File: src/rtl/vc_pkg.sv
package vc_pkg;
  typedef enum logic [1:0] {
    ST_IDLE,
    ST_LOOK,
    ST_SWAP,
    ST_FILL
  } vc_state_t;
endpackage

File: src/rtl/vc_l1_store.sv
module vc_l1_store #(
  parameter int SETS   = 16,
  parameter int TAG_W  = 12,
  parameter int LINE_W = 128,
  localparam int IDX_W = $clog2(SETS)
) (
  input  logic              clk,
  input  logic              rst,
  input  logic              rd_en,
  input  logic [IDX_W-1:0]  rd_idx,
  output logic              rd_valid,
  output logic [TAG_W-1:0]  rd_tag,
  output logic [LINE_W-1:0] rd_data,
  input  logic              wr_en,
  input  logic [IDX_W-1:0]  wr_idx,
  input  logic [TAG_W-1:0]  wr_tag,
  input  logic [LINE_W-1:0] wr_data
);
  logic [LINE_W-1:0] data_mem [SETS];
  logic [TAG_W-1:0]  tag_mem  [SETS];
  logic [SETS-1:0]   valid_q;

  // tag and data arrays: plain synchronous read/write, no reset
  always_ff @(posedge clk) begin
    if (wr_en) begin
      data_mem[wr_idx] <= wr_data;
      tag_mem[wr_idx]  <= wr_tag;
    end
    if (rd_en) begin
      rd_data <= data_mem[rd_idx];
      rd_tag  <= tag_mem[rd_idx];
    end
  end

  always_ff @(posedge clk) begin
    if (rst) begin
      valid_q  <= '0;
      rd_valid <= 1'b0;
    end else begin
      if (wr_en) valid_q[wr_idx] <= 1'b1;
      if (rd_en) rd_valid <= valid_q[rd_idx];
    end
  end
endmodule

File: src/rtl/vc_lru.sv
module vc_lru #(
  parameter int N   = 4,
  localparam int AW = $clog2(N)
) (
  input  logic          clk,
  input  logic          rst,
  input  logic          touch_en,
  input  logic [AW-1:0] touch_idx,
  output logic [AW-1:0] lru_idx
);
  logic [AW-1:0] age_q [N];
  logic [N-1:0]  is_new;

  for (genvar g = 0; g < N; g++) begin : g_age
    always_ff @(posedge clk) begin
      if (rst) begin
        age_q[g] <= AW'(g);
      end else if (touch_en) begin
        if (touch_idx == AW'(g))
          age_q[g] <= '0;
        else if (age_q[g] < age_q[touch_idx])
          age_q[g] <= age_q[g] + 1'b1;
      end
    end
    assign is_new[g] = (age_q[g] == '0);
  end

  always_comb begin
    lru_idx = '0;
    for (int i = 0; i < N; i++)
      if (age_q[i] == AW'(N-1)) lru_idx = AW'(i);
  end

  // the ages stay a permutation, so exactly one entry is newest
  a_r7_one_newest: assert property (@(posedge clk) disable iff (rst)
    $onehot(is_new));
endmodule

File: src/rtl/vc_victim_buf.sv
module vc_victim_buf #(
  parameter int ENTRIES = 4,
  parameter int TAG_W   = 16,
  parameter int LINE_W  = 128,
  localparam int EW     = $clog2(ENTRIES)
) (
  input  logic              clk,
  input  logic              rst,
  input  logic [TAG_W-1:0]  lk_tag,
  output logic              hit,
  output logic [EW-1:0]     hit_idx,
  output logic [LINE_W-1:0] hit_data,
  output logic [EW-1:0]     pick_idx,
  input  logic              wr_en,
  input  logic [EW-1:0]     wr_idx,
  input  logic              wr_valid,
  input  logic [TAG_W-1:0]  wr_tag,
  input  logic [LINE_W-1:0] wr_data
);
  logic [ENTRIES-1:0] valid_q;
  logic [TAG_W-1:0]   tag_q  [ENTRIES];
  logic [LINE_W-1:0]  data_q [ENTRIES];
  logic [ENTRIES-1:0] match;
  logic [EW-1:0]      lru_idx;
  logic               any_free;
  logic [EW-1:0]      free_idx;

  for (genvar g = 0; g < ENTRIES; g++) begin : g_ent
    always_ff @(posedge clk) begin
      if (rst) begin
        valid_q[g] <= 1'b0;
        tag_q[g]   <= '0;
        data_q[g]  <= '0;
      end else if (wr_en && wr_idx == EW'(g)) begin
        valid_q[g] <= wr_valid;
        tag_q[g]   <= wr_tag;
        data_q[g]  <= wr_data;
      end
    end
    assign match[g] = valid_q[g] && (tag_q[g] == lk_tag);
  end

  always_comb begin
    hit_idx = '0;
    for (int i = 0; i < ENTRIES; i++)
      if (match[i]) hit_idx = EW'(i);
  end
  assign hit      = |match;
  assign hit_data = data_q[hit_idx];

  // lowest-numbered empty entry first, else least recently used
  always_comb begin
    any_free = 1'b0;
    free_idx = '0;
    for (int i = ENTRIES-1; i >= 0; i--)
      if (!valid_q[i]) begin
        any_free = 1'b1;
        free_idx = EW'(i);
      end
  end
  assign pick_idx = any_free ? free_idx : lru_idx;

  vc_lru #(.N(ENTRIES)) u_lru (
    .clk       (clk),
    .rst       (rst),
    .touch_en  (wr_en),
    .touch_idx (wr_idx),
    .lru_idx   (lru_idx)
  );

  // a line address never matches two entries
  a_r6_unique_match: assert property (@(posedge clk) disable iff (rst)
    $onehot0(match));
endmodule

File: src/rtl/vc_dm_cache.sv
module vc_dm_cache
  import vc_pkg::*;
#(
  parameter int ADDR_W     = 20,
  parameter int LINE_BYTES = 16,
  parameter int L1_SETS    = 16,
  parameter int VC_ENTRIES = 4,
  localparam int LINE_W    = 8 * LINE_BYTES,
  localparam int OFF_W     = $clog2(LINE_BYTES),
  localparam int LA_W      = ADDR_W - OFF_W,
  localparam int IDX_W     = $clog2(L1_SETS),
  localparam int TAG_W     = LA_W - IDX_W,
  localparam int EW        = $clog2(VC_ENTRIES)
) (
  input  logic              clk,
  input  logic              rst,
  input  logic              req_valid,
  input  logic [ADDR_W-1:0] req_addr,
  output logic              req_ready,
  output logic              rsp_valid,
  output logic [LINE_W-1:0] rsp_data,
  output logic              ev_hit,
  output logic              ev_vhit,
  output logic              ev_miss,
  output logic              mem_req_valid,
  output logic [LA_W-1:0]   mem_req_addr,
  input  logic              mem_rsp_valid,
  input  logic [LINE_W-1:0] mem_rsp_data
);
  vc_state_t state;
  logic [LA_W-1:0]   req_line;
  logic [OFF_W-1:0]  unused_offset;

  logic              l1_rd_en, l1_rd_valid, l1_wr_en;
  logic [TAG_W-1:0]  l1_rd_tag;
  logic [LINE_W-1:0] l1_rd_data, l1_wr_data;
  logic              l1_hit;

  logic              vc_hit, vc_wr_en, vc_wr_valid;
  logic [EW-1:0]     vc_hit_idx, vc_pick_idx, vc_wr_idx;
  logic [LINE_W-1:0] vc_hit_data;

  logic              old_valid;
  logic [TAG_W-1:0]  old_tag;
  logic [LINE_W-1:0] old_data;
  logic [EW-1:0]     sw_idx;
  logic [LINE_W-1:0] sw_data;
  logic              fill_now;

  assign unused_offset = req_addr[OFF_W-1:0];
  assign req_ready = (state == ST_IDLE);
  assign l1_rd_en  = (state == ST_IDLE) && req_valid;
  assign l1_hit    = l1_rd_valid && (l1_rd_tag == req_line[LA_W-1:IDX_W]);
  assign fill_now  = (state == ST_FILL) && mem_rsp_valid;

  assign l1_wr_en   = (state == ST_SWAP) || fill_now;
  assign l1_wr_data = (state == ST_SWAP) ? sw_data : mem_rsp_data;

  // swap reuses the hit entry; a miss inserts only a valid displaced line
  assign vc_wr_en    = (state == ST_SWAP) || (fill_now && old_valid);
  assign vc_wr_idx   = (state == ST_SWAP) ? sw_idx : vc_pick_idx;
  assign vc_wr_valid = old_valid;

  vc_l1_store #(.SETS(L1_SETS), .TAG_W(TAG_W), .LINE_W(LINE_W)) u_l1 (
    .clk      (clk),
    .rst      (rst),
    .rd_en    (l1_rd_en),
    .rd_idx   (req_addr[OFF_W +: IDX_W]),
    .rd_valid (l1_rd_valid),
    .rd_tag   (l1_rd_tag),
    .rd_data  (l1_rd_data),
    .wr_en    (l1_wr_en),
    .wr_idx   (req_line[IDX_W-1:0]),
    .wr_tag   (req_line[LA_W-1:IDX_W]),
    .wr_data  (l1_wr_data)
  );

  vc_victim_buf #(.ENTRIES(VC_ENTRIES), .TAG_W(LA_W), .LINE_W(LINE_W)) u_vc (
    .clk      (clk),
    .rst      (rst),
    .lk_tag   (req_line),
    .hit      (vc_hit),
    .hit_idx  (vc_hit_idx),
    .hit_data (vc_hit_data),
    .pick_idx (vc_pick_idx),
    .wr_en    (vc_wr_en),
    .wr_idx   (vc_wr_idx),
    .wr_valid (vc_wr_valid),
    .wr_tag   ({old_tag, req_line[IDX_W-1:0]}),
    .wr_data  (old_data)
  );

  always_ff @(posedge clk) begin
    if (rst) begin
      state         <= ST_IDLE;
      req_line      <= '0;
      rsp_valid     <= 1'b0;
      rsp_data      <= '0;
      ev_hit        <= 1'b0;
      ev_vhit       <= 1'b0;
      ev_miss       <= 1'b0;
      mem_req_valid <= 1'b0;
      mem_req_addr  <= '0;
      old_valid     <= 1'b0;
      old_tag       <= '0;
      old_data      <= '0;
      sw_idx        <= '0;
      sw_data       <= '0;
    end else begin
      rsp_valid     <= 1'b0;
      ev_hit        <= 1'b0;
      ev_vhit       <= 1'b0;
      ev_miss       <= 1'b0;
      mem_req_valid <= 1'b0;
      unique case (state)
        ST_IDLE: begin
          if (req_valid) begin
            req_line <= req_addr[ADDR_W-1:OFF_W];
            state    <= ST_LOOK;
          end
        end
        ST_LOOK: begin
          old_valid <= l1_rd_valid;
          old_tag   <= l1_rd_tag;
          old_data  <= l1_rd_data;
          sw_idx    <= vc_hit_idx;
          sw_data   <= vc_hit_data;
          if (l1_hit) begin
            rsp_valid <= 1'b1;
            rsp_data  <= l1_rd_data;
            ev_hit    <= 1'b1;
            state     <= ST_IDLE;
          end else if (vc_hit) begin
            state <= ST_SWAP;
          end else begin
            mem_req_valid <= 1'b1;
            mem_req_addr  <= req_line;
            state         <= ST_FILL;
          end
        end
        ST_SWAP: begin
          rsp_valid <= 1'b1;
          rsp_data  <= sw_data;
          ev_vhit   <= 1'b1;
          state     <= ST_IDLE;
        end
        ST_FILL: begin
          if (mem_rsp_valid) begin
            rsp_valid <= 1'b1;
            rsp_data  <= mem_rsp_data;
            ev_miss   <= 1'b1;
            state     <= ST_IDLE;
          end
        end
        default: state <= ST_IDLE;
      endcase
    end
  end

  // a line found in the array is never also a victim entry
  a_r6_exclusive: assert property (@(posedge clk) disable iff (rst)
    (state == ST_LOOK && l1_hit) |-> !vc_hit);
  // each response carries exactly one outcome
  a_r8_one_event: assert property (@(posedge clk) disable iff (rst)
    rsp_valid |-> $onehot({ev_hit, ev_vhit, ev_miss}));
  // no outcome pulse without a response
  a_r8_no_stray_event: assert property (@(posedge clk) disable iff (rst)
    !rsp_valid |-> !(ev_hit || ev_vhit || ev_miss));
  // the fetch request is a single-cycle pulse
  a_r3_single_req: assert property (@(posedge clk) disable iff (rst)
    mem_req_valid |=> !mem_req_valid);
  // no new load is taken in the cycle a fetch is issued
  a_r9_busy_on_fetch: assert property (@(posedge clk) disable iff (rst)
    mem_req_valid |-> !req_ready);
endmodule

File: config.mk
export PLATFORM = sky130hd
export DESIGN_NAME = vc_dm_cache
export DESIGN_NICKNAME = d
export VERILOG_FILES = /design/src/rtl/vc_pkg.sv /design/src/rtl/vc_l1_store.sv /design/src/rtl/vc_lru.sv /design/src/rtl/vc_victim_buf.sv /design/src/rtl/vc_dm_cache.sv
export SDC_FILE = /design/constraint.sdc
export NUM_CORES = 2
export LEC_CHECK = 0
export BUFFER_PORTS_ARGS = -buffer_cell sky130_fd_sc_hd__clkbuf_2
export CAP_MARGIN = 5
export CELL_PAD_IN_SITES_DETAIL_PLACEMENT = 0
export CELL_PAD_IN_SITES_GLOBAL_PLACEMENT = 1
export CORE_AREA = 2 2 585 587
export DETAILED_ROUTE_END_ITERATION = 10
export DIE_AREA = 0 0 587 589
export PLACE_DENSITY = 0.66
export SYNTH_ARGS = -nofsm -noshare
export SYNTH_HDL_FRONTEND = slang
export SYNTH_SLANG_ARGS = --single-unit
File: constraint.sdc
create_clock -name clk -period 17 [get_ports clk]
set_input_delay 1.7 -clock clk [delete_from_list [all_inputs] [get_ports clk]]
set_output_delay 1.7 -clock clk [all_outputs]
set_load 0.01 [all_outputs]
## Yosys cells after proc, flatten, opt, wreduce, memory -nomap -nowiden

Memory sizes are Yosys's and may differ from the RTL's. A register that Yosys moved wholly into a read port is not among the register bits.
Index checks and enable logic that the tools add are counted.

- Output and inout port bits: 150
- Logic and storage cells: 201
- Bits in registers: 331
- Memories kept: 5
- Bits in writable memories: 2824

- Add/subtract/negate cells: 4
- Equality and inequality tests: 17
- Magnitude comparators: 7
- Mux-type cells: 102
- Bitwise logic cells: 21
- Reductions and logical operators: 26

Memory list:

| memory | words | bits a word | read ports | clocked after Yosys merged registers in | write ports | line | text |
|---|---|---|---|---|---|---|---|
| u_l1.data_mem | 16 | 128 | 1 | 1 | 1 | vc_l1_store.sv:19 | `logic [LINE_W-1:0] data_mem [SETS];` |
| u_vc.data_q | 4 | 128 | 1 | 1 | 4 | vc_victim_buf.sv:22 | `logic [LINE_W-1:0] data_q [ENTRIES];` |
| u_l1.tag_mem | 16 | 12 | 1 | 1 | 1 | vc_l1_store.sv:20 | `logic [TAG_W-1:0] tag_mem [SETS];` |
| u_vc.tag_q | 4 | 16 | 4 | 0 | 4 | vc_victim_buf.sv:21 | `logic [TAG_W-1:0] tag_q [ENTRIES];` |
| u_vc.u_lru.age_q | 4 | 2 | 5 | 0 | 4 | vc_lru.sv:11 | `logic [AW-1:0] age_q [N];` |

Operators with widths:

| cell | count |
|---|---|
| two-way mux 128 bit | 7 |
| one-hot mux 128 bit (3 select lines) | 1 |
| two-way mux 1 bit | 65 |
| equality test 16 bit | 4 |
| two-way mux 16 bit | 4 |
| two-way mux 2 bit | 21 |
| bitwise OR 1 bit | 16 |
| bitwise OR 16 bit | 1 |
| equality test 2 bit, second input constant | 7 |
| logical AND 1 bit | 13 |
| equality test 12 bit | 1 |
| < comparator 4 x 5 -> 1 bit, second input constant | 2 |
| adder 2 x 1 -> 2 bit, second input constant | 4 |
| < comparator 2 bit | 4 |
| one-hot mux 2 bit (4 select lines) | 1 |
| inequality test 2 bit, second input constant | 3 |
| AND reduction 3 bit | 2 |
| binary-select mux 1 bit (select 4 bit) | 1 |
| demux 1 bit (select 4 bit) | 1 |
| equality test 2 x 1 -> 1 bit, second input constant | 2 |
| >= comparator 4 x 1 -> 1 bit, second input constant | 1 |
| zero test 2 bit | 2 |
| NOT 1 bit | 4 |
| AND reduction 2 bit | 2 |
| other kinds (6) | 8 |

## Longest topological paths before layout

An unclocked memory read counts as a cell.

- Word-level depth: 15
- Mapped depth: 10

## Cells and area by module

From an unflattened synthesis, not the netlist that was laid out.

- Cells, all modules: 7922
- Area total of the unflattened synthesis: 136611.0 um2

Modules (own cells, without submodules):

| module | cells each | seq. area each (um2) | times used | area an instance (um2) |
|---|---|---|---|---|
| vc_l1_store | 3470 | 71808.9 | 1 | 89548.4 |
| vc_victim_buf | 1992 | 17376.7 | 1 | 26235.2 |
| vc_dm_cache | 2393 | 8768.4 | 1 | 20104.3 |
| vc_lru | 67 | 240.2 | 1 | 723.2 |

## Worst setup path before layout

No wires, ideal clock.

- Path type: in2reg
- From: input port mem_rsp_valid
- To: memory u_l1.data_mem[0][0] (enable)
- Data required time: 16187 ps
- Stages on the path: 4
- Library setup time: 813 ps
- Arrival time: 11794 ps
- Slack: 4393 ps
- Cell sequence: nand2b_1 -> nand2_1 -> or3_1 -> nor3_1

- Word-level cells in the longest chain between the ends: 4

RTL lines:

| what | line | text |
|---|---|---|
| start, declared | vc_dm_cache.sv:27 | `input logic mem_rsp_valid,` |
| logical AND 1 bit | vc_dm_cache.sv:54 | `assign fill_now = (state == ST_FILL) && mem_rsp_valid;` |
| logical OR 1 bit | vc_dm_cache.sv:56 | `assign l1_wr_en = (state == ST_SWAP) \|\| fill_now;` |
| two-way mux 1 bit | vc_l1_store.sv:25 | `if (wr_en) begin` |
| two-way mux 1 bit (not written as such) | vc_l1_store.sv:26 | `data_mem[wr_idx] <= wr_data;` |
| end, declared | vc_l1_store.sv:19 |  |

No other way between the ends.

==> run_results.csv <==
group,metric,value,unit
clock_network,htreeDepth,5,
global_routing,gr-usage-met3,2.99,%
clock_network,numCtsBuffers,367,
drt,via_count,73800,
timing,fin_crit_sh,31.1,%
flow_run,max-cap-violations,0,
timing,min_period,5.29,ns
cells_and_area,area_growth,13.6,%
setup_path,path_buf_inv,4,
synthesis,syn-num-nets,7947,
die,start_util,39.9,%
setup_path,critPathMaxStageDelay,0.84,ns
placed_design,post-place-cells,12200,
die,die_y,589,um
global_routing,met2_usage,34.9,%
die,ioPinCount,302,
clock_network,cts_root_buf,"clkbuf_16",
clock_network,cts_resized,0,
pwr,power,18.4,mW
setup_path,path_delay_family,"buffers and inverters",
cells_and_area,nNetsFinal,8195,
min_path,hp-class,"reg2reg",
global_routing,grt_util_all_layers,21.3,%
setup_path,worstPathArrival,5.97,ns
setup_path,required,17.68,ns
synthesis,async_reset_ff_share,0,%
synthesis,synth.distinct_cells,70,
drt,wl_per_cell,29.1,um
synthesis,yosysWarningCount,0,
clock_network,clockBufferDepth,4,
global_routing,gr-total-overflow,0,
setup_path,startpoint_type,"primary input",
clock_network,cts_hold_buf,0,
clock_network,cts_tree,"built",
setup_path,path_class,"in2reg",
placed_design,port_buffers,297,
setup_path,path_max_fanout,81,
cells_and_area,finalNonFillerCells,12900,
setup_path,end_kind,"register",
synthesis,synth_cells,7792,
synthesis,synth_top_cell_by_area,"edfxtp_1",
clock_network,clock-sinks,3423,
synthesis,synth_area,135000,um^2
timing,finalSetupTns,0,ns
timing,skew,0.0571,ns
run_status,outcome,"finished clean",
global_routing,busiest_layer,"met2",
global_routing,antenna_found_initial,17,
cells_and_area,num-fill-cells,29200,
drt,drt-pass1-iter-count,6,
setup_path,cpMaxStageDelayCell,"buf_4",
synthesis,postSynthAreaPerCell,17.3,um^2
clock_network,post_cts_buffers,0,
die,die_area,346000,um^2
timing,final-max-slew-violation-count,0,
drt,detail_route.iter0.violations,7783,
setup_path,cp_cell_sequence,"buf_8 -> buf_4 -> buf_4 -> buf_4 -> mux4_2 -> mux4_2",
drt,avgViaCountPerCell,5.72,
global_routing,grt_start_max_net_pins,139,
placed_design,post-place-ws,10.54,ns
cells_and_area,drive_gt1_share,22.0,%
timing,rsz0062_at_grt,"no",
die,die_w,587,um
clock_network,clk_pin_slew_worst_paths,0.06,ns
timing,fin_hold_ws,0.472,ns
timing,relSlewSlack,22.9,%
die,placement_rows,214,
timing,fin_ws,11.71,ns
synthesis,synth-edff-count,2964,
global_routing,grt_pass1_wl,538000,um
clock_network,clk_latency,0.94,ns
timing,fmax,0.189,GHz
setup_path,cpMostUsedCell,"buf_4",
die,fp.coreArea,339000,um^2
synthesis,synth_area_leaders,"edfxtp_1 66%, mux4_2 12%, dfxtp_1 6.8%",
placed_design,gp_congestion,0.748,
timing,hold_violations,0,
synthesis,yosysSeqAreaShare,72.7,%
pwr,powerDensity,120,nW/um^2
timing,worst_slew_pin_slew,1.16,ns
pwr,leakagePower,50.2,nW
drt,ant_nets,0,
synthesis,synth_ff_type,"edfxtp_1",
drt,drc,0,
drt,drt_wl_total,376000,um
timing,setup_violations,0,
pwr,ir_drop,0.0933,mV
global_routing,grt_pass1_vias,74700,
global_routing,gr-usage-met1,29.9,%
placed_design,dpl.hpwl,191000,um
synthesis,synth-seq-cells,3423,
synthesis,netlist.area_leader.share,65.9,%
==> where the power goes <==
group          total [mW]  leakage (nW)  switching (mW)  internal [mW]
Combinational        1.09          13.0           0.710          0.380
Sequential           9.51          31.4           0.127           9.39
Clock                7.83          5.73            3.28           4.56
==> metal layers <==
layer	part of all wire [%]	routed length, um	vias to the layer above
met1	43	161000	39300
li1	-	-	31100
met5	0.0072	27	-
met3	6.7	25300	533
met4	2.4	9090	4
met2	48	180000	2851
==> tightest hold or removal path: cells and delay by family (launching register included) <==
family / cells / cell delay (ns)
flops: 1 / 0.32
simple gates: 2 / 0.12
==> sequential cells by signal, indices dropped and copies added, names as in the netlist, 64 cells and up <==
| register | flops |
|---|---|
| u_l1.tag_mem | 192 |
| old_data | 128 |
| sw_data | 128 |
| rsp_data | 128 |
| u_l1.rd_data | 128 |
| u_l1.data_mem | 2048 |
| u_vc.tag_q | 64 |
| u_vc.data_q | 512 |
==> logic make-up after synthesis <==
kind of cell,count (synthesis),synth area share [%]
simple gates,1585,5.92
compound gates,1127,5.26
buf+inv,587,1.72
xor+xnor,76,0.493
mux,991,13.9
fa+ha+maj,3,0.0278
flops,3423,72.7
==> final cells by class <==
cell class / count / area [um^2] / share of cell area (%)
inverters: 9 / 56.3 / 0.0367
clock buffers: 532 / 10400 / 6.81
diodes: 9 / 22.5 / 0.0147
clock inverters: 144 / 1320 / 0.863
well taps: 4536 / 5680 / 3.70
multi-input cells: 3782 / 34800 / 22.7
repair buffers: 457 / 2920 / 1.91
flip-flops and latches: 3423 / 98200 / 64.0
==> cell usage after synthesis (all sizes together), types with 130 or more instances <==
cell type and count:
mux4 694, nand2 598, clkbuf 436, edfxtp 2964
mux2 131, buf 142, mux2i 166, nor2 175
and2 579, o21ai 261, a21oi 430, dfxtp 459
a21boi 130
==> metrics by stage <==
stage                     instance area (um^2)  utilization, %
final                                   153000            45.3
after global routing                    153000            45.3
after CTS                               153000            45.3
after detailed placement                142000            41.8
after global placement                  142000            41.8
after floorplan                         135000               -
==> cell usage in the layout, fill, tap and decap left out, drive strengths merged, types with 130 or more instances in the layout <==
cell    netlist  layout
a21oi       430     430
buf         142     164
edfxtp     2964    2964
nor2        175     175
o21ai       261     261
mux2i       166     166
clkbuf      436     825
dfxtp       459     459
mux4        694     694
mux2        131     131
nand2       598     598
a21boi      130     130
and2        579     579
==> worst paths after layout <==
kind / slack [ns] / endpoint / cells after the start / from
max: 11.71 / u_l1.rd_tag[8] / 6 / req_addr[4]
min: 0.47 / u_l1.valid_q[1] / 2 / u_l1.valid_q[1]
max reg2reg: 11.85 / u_vc.data_q[1][95] / 7 / state[0]
min reg2reg: 0.47 / u_l1.valid_q[1] / 2 / u_l1.valid_q[1]
Note: power is estimated with default switching activity, not from simulation.
